==> src/rtl/sobel_pkg.sv <==
package sobel_pkg;

    // Compass codes for the output direction
    typedef enum logic [2:0] {
        DIR_NW = 3'd0,
        DIR_N  = 3'd1,
        DIR_NE = 3'd2,
        DIR_E  = 3'd3,
        DIR_SE = 3'd4,
        DIR_S  = 3'd5,
        DIR_SW = 3'd6,
        DIR_W  = 3'd7
    } dir_e;

    // Orientation index; the order is also the tie-break priority
    typedef enum logic [1:0] {
        ORI_DIAG_UP   = 2'd0,
        ORI_VERT      = 2'd1,
        ORI_HORZ      = 2'd2,
        ORI_DIAG_DOWN = 2'd3
    } orient_e;

    localparam int NUM_ORI = 4;

    // Orthogonal partner: 0<->3, 1<->2
    function automatic orient_e ortho_of(input orient_e o);
        return orient_e'(~o);
    endfunction

    // Sign of the winning gradient picks one side of its orientation
    function automatic dir_e dir_of(input orient_e o, input logic neg);
        dir_e d;
        unique case (o)
            ORI_DIAG_UP:   d = neg ? DIR_SW : DIR_NE;
            ORI_VERT:      d = neg ? DIR_S  : DIR_N;
            ORI_HORZ:      d = neg ? DIR_W  : DIR_E;
            ORI_DIAG_DOWN: d = neg ? DIR_SE : DIR_NW;
            default:       d = DIR_NW;
        endcase
        return d;
    endfunction

endpackage

==> src/rtl/sobel_deriv.sv <==
module sobel_deriv
    import sobel_pkg::*;
#(
    parameter  int PIX_W = 8,
    localparam int DER_W = PIX_W + 4
) (
    input  logic                    clk,
    input  logic                    rst,
    input  logic                    in_valid,
    input  logic [9*PIX_W-1:0]      in_win,
    output logic                    d_valid,
    output logic signed [DER_W-1:0] d_q [NUM_ORI]
);

    localparam logic signed [DER_W-1:0] D_MAX = DER_W'(4 * ((1 << PIX_W) - 1));
    localparam logic signed [DER_W-1:0] D_MIN = -D_MAX;

    logic signed [DER_W-1:0] px [3][3];
    logic signed [DER_W-1:0] d_n [NUM_ORI];

    for (genvar r = 0; r < 3; r++) begin : g_row
        for (genvar c = 0; c < 3; c++) begin : g_col
            assign px[r][c] = $signed({{(DER_W-PIX_W){1'b0}},
                                       in_win[(3*r+c)*PIX_W +: PIX_W]});
        end
    end

    always_comb begin
        d_n[ORI_DIAG_UP]   = (px[0][1] + (px[0][2] <<< 1) + px[1][2])
                           - (px[1][0] + (px[2][0] <<< 1) + px[2][1]);
        d_n[ORI_VERT]      = (px[0][0] + (px[0][1] <<< 1) + px[0][2])
                           - (px[2][0] + (px[2][1] <<< 1) + px[2][2]);
        d_n[ORI_HORZ]      = (px[0][2] + (px[1][2] <<< 1) + px[2][2])
                           - (px[0][0] + (px[1][0] <<< 1) + px[2][0]);
        d_n[ORI_DIAG_DOWN] = (px[1][0] + (px[0][0] <<< 1) + px[0][1])
                           - (px[2][1] + (px[2][2] <<< 1) + px[1][2]);
    end

    always_ff @(posedge clk) begin
        if (rst) begin
            d_valid <= 1'b0;
            for (int i = 0; i < NUM_ORI; i++) d_q[i] <= '0;
        end else begin
            d_valid <= in_valid;
            for (int i = 0; i < NUM_ORI; i++) d_q[i] <= d_n[i];
        end
    end

    for (genvar g = 0; g < NUM_ORI; g++) begin : g_chk
        AST_DERIV_IN_RANGE: assert property (@(posedge clk) disable iff (rst)
            d_valid |-> (d_q[g] <= D_MAX && d_q[g] >= D_MIN));
    end

endmodule

==> src/rtl/sobel_pick.sv <==
module sobel_pick
    import sobel_pkg::*;
#(
    parameter  int PIX_W = 8,
    localparam int DER_W = PIX_W + 4,
    localparam int MAG_W = PIX_W + 3
) (
    input  logic                    clk,
    input  logic                    rst,
    input  logic                    d_valid,
    input  logic signed [DER_W-1:0] d_in [NUM_ORI],
    output logic                    p_valid,
    output logic [MAG_W-1:0]        p_max,
    output logic [MAG_W-1:0]        p_perp,
    output dir_e                    p_dir
);

    logic [MAG_W-1:0] mag [NUM_ORI];
    orient_e          best;
    logic [MAG_W-1:0] max_n;
    logic [MAG_W-1:0] perp_n;
    dir_e             dir_n;

    for (genvar g = 0; g < NUM_ORI; g++) begin : g_abs
        logic signed [DER_W-1:0] negated;
        assign negated = -d_in[g];
        assign mag[g]  = d_in[g][DER_W-1] ? negated[MAG_W-1:0] : d_in[g][MAG_W-1:0];
    end

    // Strict compare keeps the earliest orientation on ties
    always_comb begin
        best = ORI_DIAG_UP;
        for (int i = 1; i < NUM_ORI; i++) begin
            if (mag[i] > mag[best]) best = orient_e'(i);
        end
        max_n  = mag[best];
        perp_n = mag[ortho_of(best)];
        dir_n  = dir_of(best, d_in[best][DER_W-1]);
    end

    always_ff @(posedge clk) begin
        if (rst) begin
            p_valid <= 1'b0;
            p_max   <= '0;
            p_perp  <= '0;
            p_dir   <= DIR_NW;
        end else begin
            p_valid <= d_valid;
            p_max   <= max_n;
            p_perp  <= perp_n;
            p_dir   <= dir_n;
        end
    end

    AST_MAX_DOMINATES: assert property (@(posedge clk) disable iff (rst)
        p_valid |-> p_max >= p_perp);

endmodule

==> src/rtl/sobel_thresh.sv <==
module sobel_thresh
    import sobel_pkg::*;
#(
    parameter  int PIX_W  = 8,
    parameter  int THRESH = 80,
    localparam int MAG_W  = PIX_W + 3,
    localparam int SUM_W  = MAG_W + 1
) (
    input  logic             clk,
    input  logic             rst,
    input  logic             p_valid,
    input  logic [MAG_W-1:0] p_max,
    input  logic [MAG_W-1:0] p_perp,
    input  dir_e             p_dir,
    output logic             q_valid,
    output logic             q_edge,
    output logic [2:0]       q_dir,
    output logic [PIX_W-1:0] q_pix
);

    localparam logic [SUM_W-1:0] THR = SUM_W'(THRESH);

    logic [SUM_W-1:0] score;
    logic             hit;

    assign score = {1'b0, p_max} + SUM_W'(p_perp >> 3);
    assign hit   = (score >= THR);

    always_ff @(posedge clk) begin
        if (rst) begin
            q_valid <= 1'b0;
            q_edge  <= 1'b0;
            q_dir   <= '0;
            q_pix   <= '0;
        end else begin
            q_valid <= p_valid;
            q_edge  <= p_valid && hit;
            q_dir   <= (p_valid && hit) ? p_dir : 3'd0;
            q_pix   <= (p_valid && hit) ? '1 : '0;
        end
    end

    AST_NONEDGE_DIR_ZERO: assert property (@(posedge clk) disable iff (rst)
        !q_edge |-> q_dir == 3'd0);

    AST_STRONG_MAX_IS_EDGE: assert property (@(posedge clk) disable iff (rst)
        (q_valid && !q_edge) |-> ({1'b0, $past(p_max)} < THR));

    AST_PIX_FOLLOWS_EDGE: assert property (@(posedge clk) disable iff (rst)
        q_edge == (q_pix != '0));

endmodule

==> src/rtl/sobel_edge_decide.sv <==
module sobel_edge_decide
    import sobel_pkg::*;
#(
    parameter  int PIX_W  = 8,
    parameter  int THRESH = 80,
    localparam int DER_W  = PIX_W + 4,
    localparam int MAG_W  = PIX_W + 3
) (
    input  logic               clk,
    input  logic               rst,
    input  logic               in_valid,
    input  logic [9*PIX_W-1:0] in_win,
    output logic               out_valid,
    output logic               out_edge,
    output logic [2:0]         out_dir,
    output logic [PIX_W-1:0]   out_pix
);

    logic                    s1_valid;
    logic signed [DER_W-1:0] s1_d [NUM_ORI];
    logic                    s2_valid;
    logic [MAG_W-1:0]        s2_max;
    logic [MAG_W-1:0]        s2_perp;
    dir_e                    s2_dir;

    sobel_deriv #(.PIX_W(PIX_W)) u_deriv (
        .clk      (clk),
        .rst      (rst),
        .in_valid (in_valid),
        .in_win   (in_win),
        .d_valid  (s1_valid),
        .d_q      (s1_d)
    );

    sobel_pick #(.PIX_W(PIX_W)) u_pick (
        .clk     (clk),
        .rst     (rst),
        .d_valid (s1_valid),
        .d_in    (s1_d),
        .p_valid (s2_valid),
        .p_max   (s2_max),
        .p_perp  (s2_perp),
        .p_dir   (s2_dir)
    );

    sobel_thresh #(.PIX_W(PIX_W), .THRESH(THRESH)) u_thresh (
        .clk     (clk),
        .rst     (rst),
        .p_valid (s2_valid),
        .p_max   (s2_max),
        .p_perp  (s2_perp),
        .p_dir   (s2_dir),
        .q_valid (out_valid),
        .q_edge  (out_edge),
        .q_dir   (out_dir),
        .q_pix   (out_pix)
    );

    // Independent record of the input strobe for the latency check
    logic [2:0] vhist;
    always_ff @(posedge clk) begin
        if (rst) vhist <= '0;
        else     vhist <= {vhist[1:0], in_valid};
    end

    AST_VALID_DELAY: assert property (@(posedge clk) disable iff (rst)
        out_valid == vhist[2]);

    AST_RESET_QUIET: assert property (@(posedge clk)
        $past(rst) |-> (!out_valid && !out_edge && out_pix == '0));

endmodule

==> config.mk <==
export PLATFORM = sky130hd
export DESIGN_NAME = sobel_edge_decide
export DESIGN_NICKNAME = d
export VERILOG_FILES = /design/src/rtl/sobel_pkg.sv /design/src/rtl/sobel_deriv.sv /design/src/rtl/sobel_pick.sv /design/src/rtl/sobel_thresh.sv /design/src/rtl/sobel_edge_decide.sv
export SDC_FILE = /design/constraint.sdc
export NUM_CORES = 1
export LEC_CHECK = 0
export CORE_MARGIN = 8
export CORE_UTILIZATION = 62
export CTS_CLUSTER_DIAMETER = 120
export DETAILED_ROUTE_END_ITERATION = 8
export DONT_BUFFER_PORTS = 1
export PLACE_DENSITY = 0.81
export SKIP_CTS_REPAIR_TIMING = 1
export SYNTH_ARGS = -nofsm -noshare
export SYNTH_HDL_FRONTEND = slang
export SYNTH_SLANG_ARGS = --single-unit
==> constraint.sdc <==
create_clock -name clk -period 10.2 [get_ports clk]
set_clock_uncertainty 0.1 [all_clocks]
set_input_delay 1.02 -clock clk [delete_from_list [all_inputs] [get_ports clk]]
set_output_delay 1.02 -clock clk [all_outputs]
set_load 0.01 [all_outputs]
==> flow_results.org, run 1 <==
** CTS
- Clock tree synthesis found a total of 77 sinks.
- Clk slew on worst S/H paths :: 60 ps
- # H-tree levels :: 3
- The tree is rooted in a clkbuf_16.
- In this run the deepest clock path goes through 2 buffers.
- Counting the buffers created by CTS gives 9.
- TritonCTS built the clock tree.
- Clock insertion delay at the later pin of the skew report :: 340 ps

** Setup path
- Crit Path Max Fanout :: 14
- Reg2reg start :: u_deriv.d_q[24]
- Class of the most critical setup path :: reg2reg
- On the critical path, the stage with the largest delay is an instance of a311oi_1.
- In this run the worst setup path begins at u_deriv.d_q[24].
- R2R Path End :: u_pick.p_perp[7]
- CP Capture Type :: flop
- Measured in cells, the most critical reg-to-reg path has a length of 31.
- Most used cell along the critical path :: o21a_1
- CP startpoint kind :: flop
- Across all register-to-register paths, the minimum setup slack is 1310 ps.
- Worst setup path end :: u_pick.p_perp[7]
- On the worst path, the slowest cell contributes a delay of 750 ps.
- The cell family contributing the most delay on the critical path is compound AO/OA/AOI/OAI gates.
- Data arrives at the worst endpoint at 8980 ps.
- At the worst endpoint, the required time is 10290 ps.
- The number of buffers and inverters on the critical path is 2.
- The critical path runs through a total of 31 cells.

** STA
- Setup repair after global routing left no endpoint under its margin.
- Setup violations remaining at the end of the flow were counted as 0.
- The final number of hold-violating endpoints came to 0.
- At the pin with the least slew margin, the transition time is 845.7 ps.
- Measured against its own limit, the worst slew margin works out to 43.24%.
- After routing, the total negative slack on setup checks comes to 0 ps.
- Final critical path time including I/O delays and setup :: 8891 ps
- The worst path uses 87.17% of the clock period.
- The count of final max-slew check failures was 0.
- Max Clk Rate :: 112.5 MHz

** Placement
- In this run the tool buffered the top-level ports with 0 buffer cells.
- Global placer's final weighted congestion :: 0.9223
- The wire-length estimate of the detail-placed layout is 21.39 mm.

** GRT
- Maximum number of pins on one net before global-route repair :: 68
- The first global-routing pass estimated 41.92 mm of wire.
- GRT Residual Overflow :: 0
- The initial antenna violation count came to 0.
- Total global-route track usage :: 25.71%
- The number of global-route vias before repair came to 8491.

** Cells and area
- At the end of the flow, the number of nets in the layout was 1453.
- Fillcell total :: 1259
- Relative area change from synthesis to final layout :: 4.696%
- Count of inserted antenna diode cells :: 0
- Of the cells placed in the final design, the portion with a size suffix greater than 1 is 3.726%.

** Outcome
- The flow ran to the end, and the final reports show no timing, DRC or antenna violations.

** Drt
- Final WL :: 25.43 mm
- Using the TritonRoute via totals, the vias-per-cell ratio works out to 5.989.
- Once detail routing completed, the nets flagged for antenna violations numbered 0.
- In the routed design, unresolved DRC markers number 0.
- DR iter-0 viols :: 601
- First drt pass iteration count :: 5
- Number of vias in the routed layout :: 8205
- Post-detailed-route wirelength per cell :: 18.56 um

** Hold path
- The tightest min-delay check is of the reg2reg type.

** Yosys
- Synth cell types :: 71
- Compound-Gate Fraction of Synth Area :: 20.47%
- Synth Net Count :: 1467
- The portion of synthesized area spent on multiplexers is 1.294%.
- Ys Warns :: 0
- Yosys mapped a number of flops with a built-in enable equal to 0.
- Fraction of registers with async set or reset after synthesis :: 0%
- Number of synthesized register bits :: 77
- Sequential cells were found to cover 15.19% of the synthesized design area.
- After Yosys synthesis, XOR and XNOR cells account for 10.06% of the synthesized area.
- Synth Area in Adders :: 33.74%
- Synthesis produced a netlist whose cell count is 1163.
- After Yosys synthesis, and, or, nand and nor cells account for 12.14% of the synthesized area.
- Mean cell area of the mapped netlist :: 8.728 um2
- Dominant synthesized flop cell :: dfxtp_1
- Post-synth design cell area :: 0.01015 mm2
- After synthesis, the largest family of logic cells by area is adder cells.

** Floorplanning
- Overall die area :: 0.02072 mm2
- In this run the core area contains 46 standard-cell rows.
- The floorplan step set the die width to 144.0 um.
- 88 I/O pins were placed.
- Core Region :: 0.01594 mm2
- For this configuration, the core starts out at a cell density of 63.67%.
- Vertical die dimension :: 144.0 um

** Flow run
- Max Cap Viol :: 0
-- worst min path at each step --
stage / start / endpoint / slack, ps / cells past startpoint
finish: u_pick.p_dir[1] / u_thresh.q_dir[1] / 310 / 2
global placement: u_pick.p_dir[1] / u_thresh.q_dir[1] / 300 / 2
floorplan: u_pick.p_dir[0] / u_thresh.q_dir[0] / 290 / 2
global route: u_pick.p_dir[2] / u_thresh.q_dir[2] / 320 / 2
detailed placement: u_pick.p_dir[2] / u_thresh.q_dir[2] / 300 / 2
CTS: u_pick.p_dir[2] / u_thresh.q_dir[2] / 310 / 2
-- kinds of logic (layout without fill, tap and decap cells) --
| logic type | Yosys count | after routing |
|---|---|---|
| fa+ha+maj | 230 | 230 |
| simple gates | 252 | 252 |
| xor+xnor | 114 | 114 |
| buf+inv | 183 | 174 |
| compound gates | 294 | 294 |
| flops | 77 | 77 |
| mux | 13 | 13 |
-- metrics by stage --
step                setup WS, ps  util [%]  area, um2  cells  hold WS, ps
global route               781.2     66.66      10630   1370        324.6
CTS                         1519     66.66      10630   1370        310.2
finish                      1309     66.66      10630   1370        312.1
floorplan                   2850         -      10150   1163        293.6
global placement            1613     64.64      10300   1354        301.1
detailed placement          1592     64.64      10300   1354        301.9
-- Yosys cell counts, drive strengths merged (2+ instances only) --
| library cell | number | area, um2 |
|---|---|---|
| a21o | 26 | 195.2 |
| a31oi | 10 | 68.81 |
| and3 | 4 | 25.02 |
| nand2 | 48 | 180.2 |
| a32oi | 4 | 35.03 |
| clkbuf | 12 | 45.04 |
| a311oi | 5 | 56.31 |
| nor2 | 89 | 334.1 |
| o22ai | 4 | 25.02 |
| and2 | 3 | 18.77 |
| a21boi | 17 | 127.6 |
| inv | 156 | 585.6 |
| o2111ai | 3 | 26.28 |
| o21bai | 24 | 180.2 |
| nand2b | 13 | 81.33 |
| o31ai | 17 | 127.6 |
| or3 | 6 | 37.54 |
| buf | 15 | 91.33 |
| a2111oi | 4 | 35.03 |
| nor2b | 27 | 168.9 |
| or4 | 6 | 45.04 |
| xnor2 | 81 | 709.4 |
| o21ai | 55 | 290.3 |
| o41ai | 5 | 100.1 |
| a31o | 5 | 43.79 |
| nand4 | 5 | 31.28 |
| o21a | 11 | 82.58 |
| a21oi | 63 | 315.3 |
| a211o | 6 | 52.55 |
| a21bo | 3 | 30.03 |
| nor3 | 27 | 135.1 |
| xor2 | 33 | 311.6 |
| nor3b | 7 | 52.55 |
| a221o | 2 | 20.02 |
| fa | 73 | 1461 |
| dfxtp | 77 | 1541 |
| nand3 | 6 | 30.03 |
| nand3b | 4 | 30.03 |
| o31a | 5 | 43.79 |
| ha | 156 | 1952 |
| mux2i | 12 | 120.1 |
| o211ai | 2 | 15.01 |
| or2 | 2 | 12.52 |
| a211oi | 12 | 95.09 |
| o41a | 4 | 45.04 |
-- sequential cells by signal (all words and copies together) (netlist names), 3 cells and up --
signal / cells
u_pick.p_max: 11
u_deriv.d_q: 48
u_pick.p_dir: 3
u_pick.p_perp: 8
u_thresh.q_dir: 3
-- layout make-up --
class | count | area, um2 | share of cell area [%]
timing repair buffer | 2 | 15.01 | 0.1413
clock buffer | 10 | 229.0 | 2.154
tap | 216 | 270.3 | 2.543
multi-input combinational | 903 | 7893 | 74.26
inverter | 156 | 585.6 | 5.510
clock inverter | 6 | 93.84 | 0.8830
sequential | 77 | 1541 | 14.50
-- routing by layer --
layer / global-route usage, % / wire, um / vias up
met3: 5.275 / 1667 / 64
li1: - / - / 3987
met5: 0 / 0 / -
met1: 29.47 / 10360 / 3861
met4: 10.90 / 964 / 0
met2: 45.46 / 12440 / 293
-- layout by cell type, fill, tap and decap left out, drive strengths merged, types with 7 or more instances in the layout --
master / Yosys / final
xnor2: 81 / 81
nand2b: 13 / 13
a31oi: 10 / 10
o21bai: 24 / 24
o21a: 11 / 11
nor2b: 27 / 27
nand2: 48 / 48
a21oi: 63 / 63
nor3b: 7 / 7
mux2i: 12 / 12
dfxtp: 77 / 77
a211oi: 12 / 12
o31ai: 17 / 17
clkbuf: 12 / 10
a21boi: 17 / 17
fa: 73 / 73
xor2: 33 / 33
nor2: 89 / 89
o21ai: 55 / 55
a21o: 26 / 26
ha: 156 / 156
inv: 156 / 158
nor3: 27 / 27
-- worst min-delay path: cells and delay by family (launching register included) --
family / cells / cell delay [ps]
buffers and inverters: 1 / 40
DFF: 1 / 300
and+or+nand+nor: 1 / 30
Power of run 1 is left out: the tool's default activity adds up to more than one toggle a clock period on the data nets, which glitch-free logic cannot reach.
==> run 2, diff against run 1 <==
--- a/config.mk
+++ b/config.mk
@@ -15,3 +15,4 @@
 export SYNTH_ARGS = -nofsm -noshare
 export SYNTH_HDL_FRONTEND = slang
 export SYNTH_SLANG_ARGS = --single-unit
+export TNS_END_PERCENT = 10
==> constraint.sdc (replaced) <==
create_clock -name clk -period 10.2 [get_ports clk]
set_clock_uncertainty 0.1 [all_clocks]
set_input_delay 0.51 -clock clk [delete_from_list [all_inputs] [get_ports clk]]
set_output_delay 0.51 -clock clk [all_outputs]
set_load 0.01 [all_outputs]
==> run 2 against run 1 <==
Compared with the run above:
- critical path depth fell by 1
- sequential share of layout area rose by 0.079 points
- worst setup slack got worse by 42 ps
- flip-flop and latch count did not move
- core utilization fell by 0.36 points
- fmax fell by 0.47%
- die area did not move
- register-to-register slack got worse by 40 ps
- count of clock-buffer cells in the layout fell by 1
- critical path type unchanged
- critical endpoint unchanged
==> flow_results.org, run 2 (synthesis results as in run 1) <==
** Drt
- After detailed routing, the number of remaining DRC violations is 0.
- Via-per-instance ratio :: 5.958
- In this run the remaining antenna-violating nets after routing total 0.
- Final WL :: 24.84 mm
- First drt pass iteration count :: 7
- Post-detailed-route wirelength per cell :: 18.14 um
- Number of vias in the routed layout :: 8157
- The detailed router finished its first iteration with 583 violations.

** CTS
- Clk slew on worst S/H paths :: 60 ps
- # H-tree levels :: 3
- Buffers inserted during clock tree synthesis total 9.
- TritonCTS built the clock tree.
- Clock insertion delay at the later pin of the skew report :: 330 ps
- The longest clock path from root to sink contains 2 buffers.
- For this design, the sink count on the clock tree is 77.
- Clock tree synthesis selected as its root buffer the cell clkbuf_16.

** Cells and area
- More flip-flops sit in one register than any other, and that register is u_deriv.d_q.
- Relative area change from synthesis to final layout :: 4.129%
- Share of cells above drive strength 1 :: 3.729%
- Most used cells in the layout excluding fill and tap cells :: inv_1 (156), ha_1 (156), nor2_1 (89), xnor2_1 (81), dfxtp_1 (77)
- For this run, the number of standard cells in the final layout without fillers is 1369.
- Net total in the final layout :: 1453
- The register with the most flip-flops in the layout has 48 of them.
- The number of antenna diodes in the final layout is 0.
- Largest registers ranked by flip-flop count :: u_deriv.d_q (48), u_pick.p_max (11), u_pick.p_perp (8)

** Setup path
- In this design, the critical path's most frequently occurring cell is o21a_1.
- The largest single stage delay on the critical path is 730 ps.
- STA classifies the critical path endpoint as a flop.
- CP Data Required Time :: 10280 ps
- CP startpoint kind :: flop
- Class of the most critical setup path :: reg2reg
- Data on the critical path arrives at its endpoint at 9020 ps.
- Critical-path top delay cell :: a311oi_1
- In this run the worst path has a maximum fanout of 14.

** GRT
- Summed over all layers, the global routing overflow is 0.
- Global routing used 25.11% of the available tracks across all layers.
- The initial antenna violation count is 0.
- Most Used Layer, Global Route :: met2
- Maximum number of pins on one net before global-route repair :: 68
- GR Util met1 :: 29.24%
- Met2 Resource Use GR :: 42.88%
- Global-route wire length before repair :: 40.83 mm
- Global-route met3 utilization :: 5.109%
- The number of global-route vias before repair is 8350.

** Floorplanning
- Overall die area :: 0.02072 mm2
- In this run the standard cell core region covers 0.01594 mm2.
- From left edge to right edge, the die measures 144.0 um.
- Initial standard-cell utilization of the core :: 63.67%
- Cell row count :: 46
- During I/O placement, the number of pins put on the boundary was 88.
- Vertical die dimension :: 144.0 um

** Hold path
- Worst hold-check path type :: in2reg

** Placement
- In this run the tool buffered the top-level ports with 0 buffer cells.
- HPWL after detailed placement :: 21.18 mm
- Instance count after placement with tap cells included :: 1354
- At the end of routability-driven placement, the weighted congestion stood at 0.9427.

** STA
- The worst path uses 87.58% of the clock period.
- Final setup vio count :: 0
- Final critical path time including I/O delays and setup :: 8933 ps
- Headroom to the max-slew limit came out at 43.37%.
- The final number of hold-violating endpoints is 0.
- For this run, the top clock speed supported by timing is 111.9 MHz.
- At the pin with the least slew margin, the transition time is 848.3 ps.
- Sum of negative setup slack :: 0 ps
- Pins Over Slew Limit :: 0
- Setup repair after global routing missed its margin :: false

** Outcome
- Outcome :: complete, no violations

** Flow run
- Max Cap Viol :: 0
run 2: cell types whose count changed in the layout (fill, tap and decap cells not counted):
cell	before	now
clkinv_2	0	3
bufinv_16	2	0
clkbuf_1	1	0
inv_6	2	1
run 2: final cells by class:
class	instances	area [um2]
Sequential cell	77	1541
Clock inverter	6	40.04
Multi-Input combinational cell	903	7893
Fill cell	1295	5373
Inverter	156	585.6
Timing Repair Buffer	2	15.01
Clock buffer	9	225.2
Tap cell	216	270.3
run 2: path summary, 6_finish.rpt:
check,endpoint,slack (ps),from,cells past startpoint
max,u_pick.p_perp[7],1270,u_deriv.d_q[24],30
min,u_pick.p_max[6],150,rst,1
max reg2reg,u_pick.p_perp[7],1270,u_deriv.d_q[24],30
min reg2reg,u_thresh.q_dir[2],310,u_pick.p_dir[2],2
run 2: routing by layer:
layer / wire length (um) / part of all wire [%]
met1: 10110 / 41
met2: 11710 / 47
met5: 0 / 0
met3: 1812 / 7.3
met4: 1207 / 4.9
run 2: critical path, delay by kind of cell, from the launching register on:
family | cells | cell delay (ps)
AOI/OAI and AO/OA | 16 | 5130
and+or+nand+nor | 8 | 1710
adders and majority gates | 3 | 960
DFF | 1 | 340
xor gates and xnor gates | 1 | 300
buffers and inverters | 2 | 230
run 2: stage by stage:
stage / cell area, um2 / hold WS (ps) / worst slack (ps) / util (%)
floorplan: 10150 / 293.6 / 2850 / -
detailed placement: 10300 / 300.7 / 1627 / 64.64
global placement: 10300 / 296.8 / 1753 / 64.64
CTS: 10570 / 139.7 / 1524 / 66.30
global route: 10570 / 142.7 / 565.8 / 66.30
finish: 10570 / 152.7 / 1267 / 66.30
Power of run 2 is left out for the same reason.
==> run 3, diff against run 2 <==
--- a/config.mk
+++ b/config.mk
@@ -5,6 +5,7 @@
 export SDC_FILE = /design/constraint.sdc
 export NUM_CORES = 1
 export LEC_CHECK = 0
+export CAP_MARGIN = 20
 export CORE_MARGIN = 8
 export CORE_UTILIZATION = 62
 export CTS_CLUSTER_DIAMETER = 120
@@ -12,6 +13,7 @@
 export DONT_BUFFER_PORTS = 1
 export PLACE_DENSITY = 0.81
 export SKIP_CTS_REPAIR_TIMING = 1
+export SLEW_MARGIN = 20
 export SYNTH_ARGS = -nofsm -noshare
 export SYNTH_HDL_FRONTEND = slang
 export SYNTH_SLANG_ARGS = --single-unit
==> constraint.sdc (replaced) <==
create_clock -name clk -period 11.34 [get_ports clk]
set_clock_uncertainty 0.1 [all_clocks]
set_input_delay 0.567 -clock clk [delete_from_list [all_inputs] [get_ports clk]]
set_output_delay 0.567 -clock clk [all_outputs]
set_load 0.01 [all_outputs]
==> run 3 against run 2 <==
Compared with the run above:
- worst hold slack better by 37 ps
- global-route usage is 0.13 points higher
- register-to-register slack gained 1100 ps
- sequential share of layout area decreased by 0.082 points
- wire length up 1.2%
- via count increased by 0.91%
- count of clock-buffer cells in the layout increased by 1
- design area increased by 0.57%
==> flow_results.org, run 3 (synthesis results as in run 1) <==
** Outcome
- Outcome :: complete, no violations

** Setup path
- The most critical setup path has its startpoint at u_deriv.d_q[24].
- Reg2reg start :: u_deriv.d_q[24]
- Among all stages on the critical path, the largest delay is contributed by a311oi_1.
- Among the stages of the critical path, the cell type that occurs most often is o21a_1.
- Data arrival time of the critical path :: 9010 ps
- CP Data Required Time :: 11420 ps
- Minimum setup slack among reg-to-reg paths :: 2410 ps
- R2R Path End :: u_pick.p_perp[7]
- In this design, the largest share of critical-path delay is due to compound AO/OA/AOI/OAI gates.
- Along the worst path, the maximum fanout reaches 14.
- Number of gates on the worst path with buffers counted :: 30
- In this run the worst setup path terminates at u_pick.p_perp[7].
- Slowest Stage Delay on Critical Path :: 770 ps
- Worst Reg-to-Reg Cells :: 30
- STA classifies the critical path endpoint as a flop.
- The worst setup path is launched from a flop.
- CP Buf/Inv Count :: 2
- The critical path is of the reg2reg type.

** STA
- Transition time at the pin with the least slew margin :: 878.1 ps
- Setup repair after global routing left no endpoint under its margin.
- Pins Over Slew Limit :: 0
- Worst max-slew margin expressed relative to the limit :: 41.06%
- Final critical path time including I/O delays and setup :: 8929 ps
- Max Clk Rate :: 112.0 MHz
- Final setup vio count :: 0
- Dividing the final minimum period by the clock period gives 78.74%.
- Final Hold Fails :: 0
- Sum of negative setup slack :: 0 ps

** Hold path
- The tightest min-delay check is of the in2reg type.
- Along the worst hold path, the cell count comes to 1.
- Source of the worst hold timing path :: rst

** GRT
- Entering global routing, the biggest net connects 68 pins.
- Vias in the first global route :: 8351
- Number of antenna violations at the first check in global routing :: 0
- Total global-route track usage :: 25.24%
- GRT Residual Overflow :: 0
- Global-route wire length before repair :: 40.80 mm

** Cells and area
- Across the whole layout, storage elements account for 0.001541 mm2.
- Relative area change from synthesis to final layout :: 4.721%
- Net total in the final layout :: 1453
- Counting flops per register, the top entry is u_deriv.d_q.
- Summing all multi-input logic gate instances after layout gives 0.007893 mm2.
- Flip-flop count of the largest register after layout :: 48
- The top cell types in the final layout, fill and taps aside, are inv_1 (156), ha_1 (156), nor2_1 (89), xnor2_1 (81), dfxtp_1 (77).
- Counting the fill cells in the layout gives 1309.
- The repair_antennas step left the layout with diodes totalling 0.
- Largest registers ranked by flip-flop count :: u_deriv.d_q (48), u_pick.p_max (11), u_pick.p_perp (8)
- Share of cells above drive strength 1 :: 3.726%

** Drt
- The first routing iteration left 536 violations.
- Via-per-instance ratio :: 6.008
- Dividing the detail-routed wire length by the instance count gives 18.35 um.
- The routed layout has 8231 vias.
- Detailed-route DRC error count :: 0
- Final WL :: 25.14 mm
- The first detailed-routing pass took 5 iterations.
- Final ANT Viol Nets :: 0

** CTS
- The H-tree was split into 3 levels.
- Clock-pin slew was measured on the worst setup and hold paths at 60 ps.
- No sink is reached through more buffers than the 2 on the longest clock path.
- Clock insertion delay at the later pin of the skew report :: 340 ps
- TritonCTS created 9 clock buffers.
- CTS sink cnt :: 77
- Clock tree root driver cell :: clkbuf_16
- TritonCTS clock tree :: built

** Flow run
- Max Cap Viol :: 0

** Floorplanning
- The floorplan step defined a core boundary enclosing 0.01594 mm2.
- Vertical die dimension :: 144.0 um
- The floorplan has 46 rows.
- Initial standard-cell utilization of the core :: 63.67%
- Number of ports placed on the die boundary :: 88
- Horizontal die dimension :: 144.0 um
- Overall die area :: 0.02072 mm2

** Placement
- HPWL after detailed placement :: 21.41 mm
- Global placer's final weighted congestion :: 0.9020
- Buffers added on ports :: 0
run 3: cell types whose count changed in the layout (fill, tap and decap cells not counted), sizes merged:
cell    before  now
bufinv       0    2
clkinv       4    2
clkbuf       9   10
run 3: final cells by class:
cell class / instances / share of cell area (%)
sequential: 77 / 14.50
multi-input combinational: 903 / 74.25
timing repair buffer: 2 / 0.1412
inverter: 156 / 5.508
clock inverter: 6 / 0.9063
tap: 216 / 2.542
clock buffer: 10 / 2.154
run 3: worst min path at each step:
stage	slack, ps	to
5_1_grt	180	u_pick.p_max[5]
3_3_place_gp	300	u_thresh.q_dir[1]
4_1_cts	180	u_pick.p_max[5]
2_1_floorplan	290	u_thresh.q_dir[0]
6_report	190	u_pick.p_max[5]
3_5_place_dp	300	u_thresh.q_dir[0]
run 3: worst register-to-register path: cells and delay by family (launching register included):
kind                     cells  cell delay (ps)
AO/OA/AOI/OAI               16             5120
AND/OR/NAND/NOR              8             1720
adder cells (fa/ha/maj)      3              940
flip-flops                   1              350
XOR/XNOR                     1              310
buffers and inverters        2              230
run 3: per-layer routing:
metal  part of all wire, %  GRT usage, %  wire length [um]
met3                   6.5         4.877              1641
met1                    41         28.98             10260
met2                    48         44.12             12140
met5                     0             0                 0
met4                   4.4         12.17              1100
run 3: stage by stage:
stage	setup slack (ps)	std cells	area, um2	utilization (%)	hold slack [ps]
after detailed placement	2637	1354	10300	64.64	300.6
after global placement	2586	1354	10300	64.64	301.1
after global routing	1907	1370	10630	66.68	177.0
after floorplan	3990	1163	10150	-	293.6
final	2411	1370	10630	66.68	189.4
after CTS	2569	1370	10630	66.68	177.5
Power of run 3 is left out for the same reason.
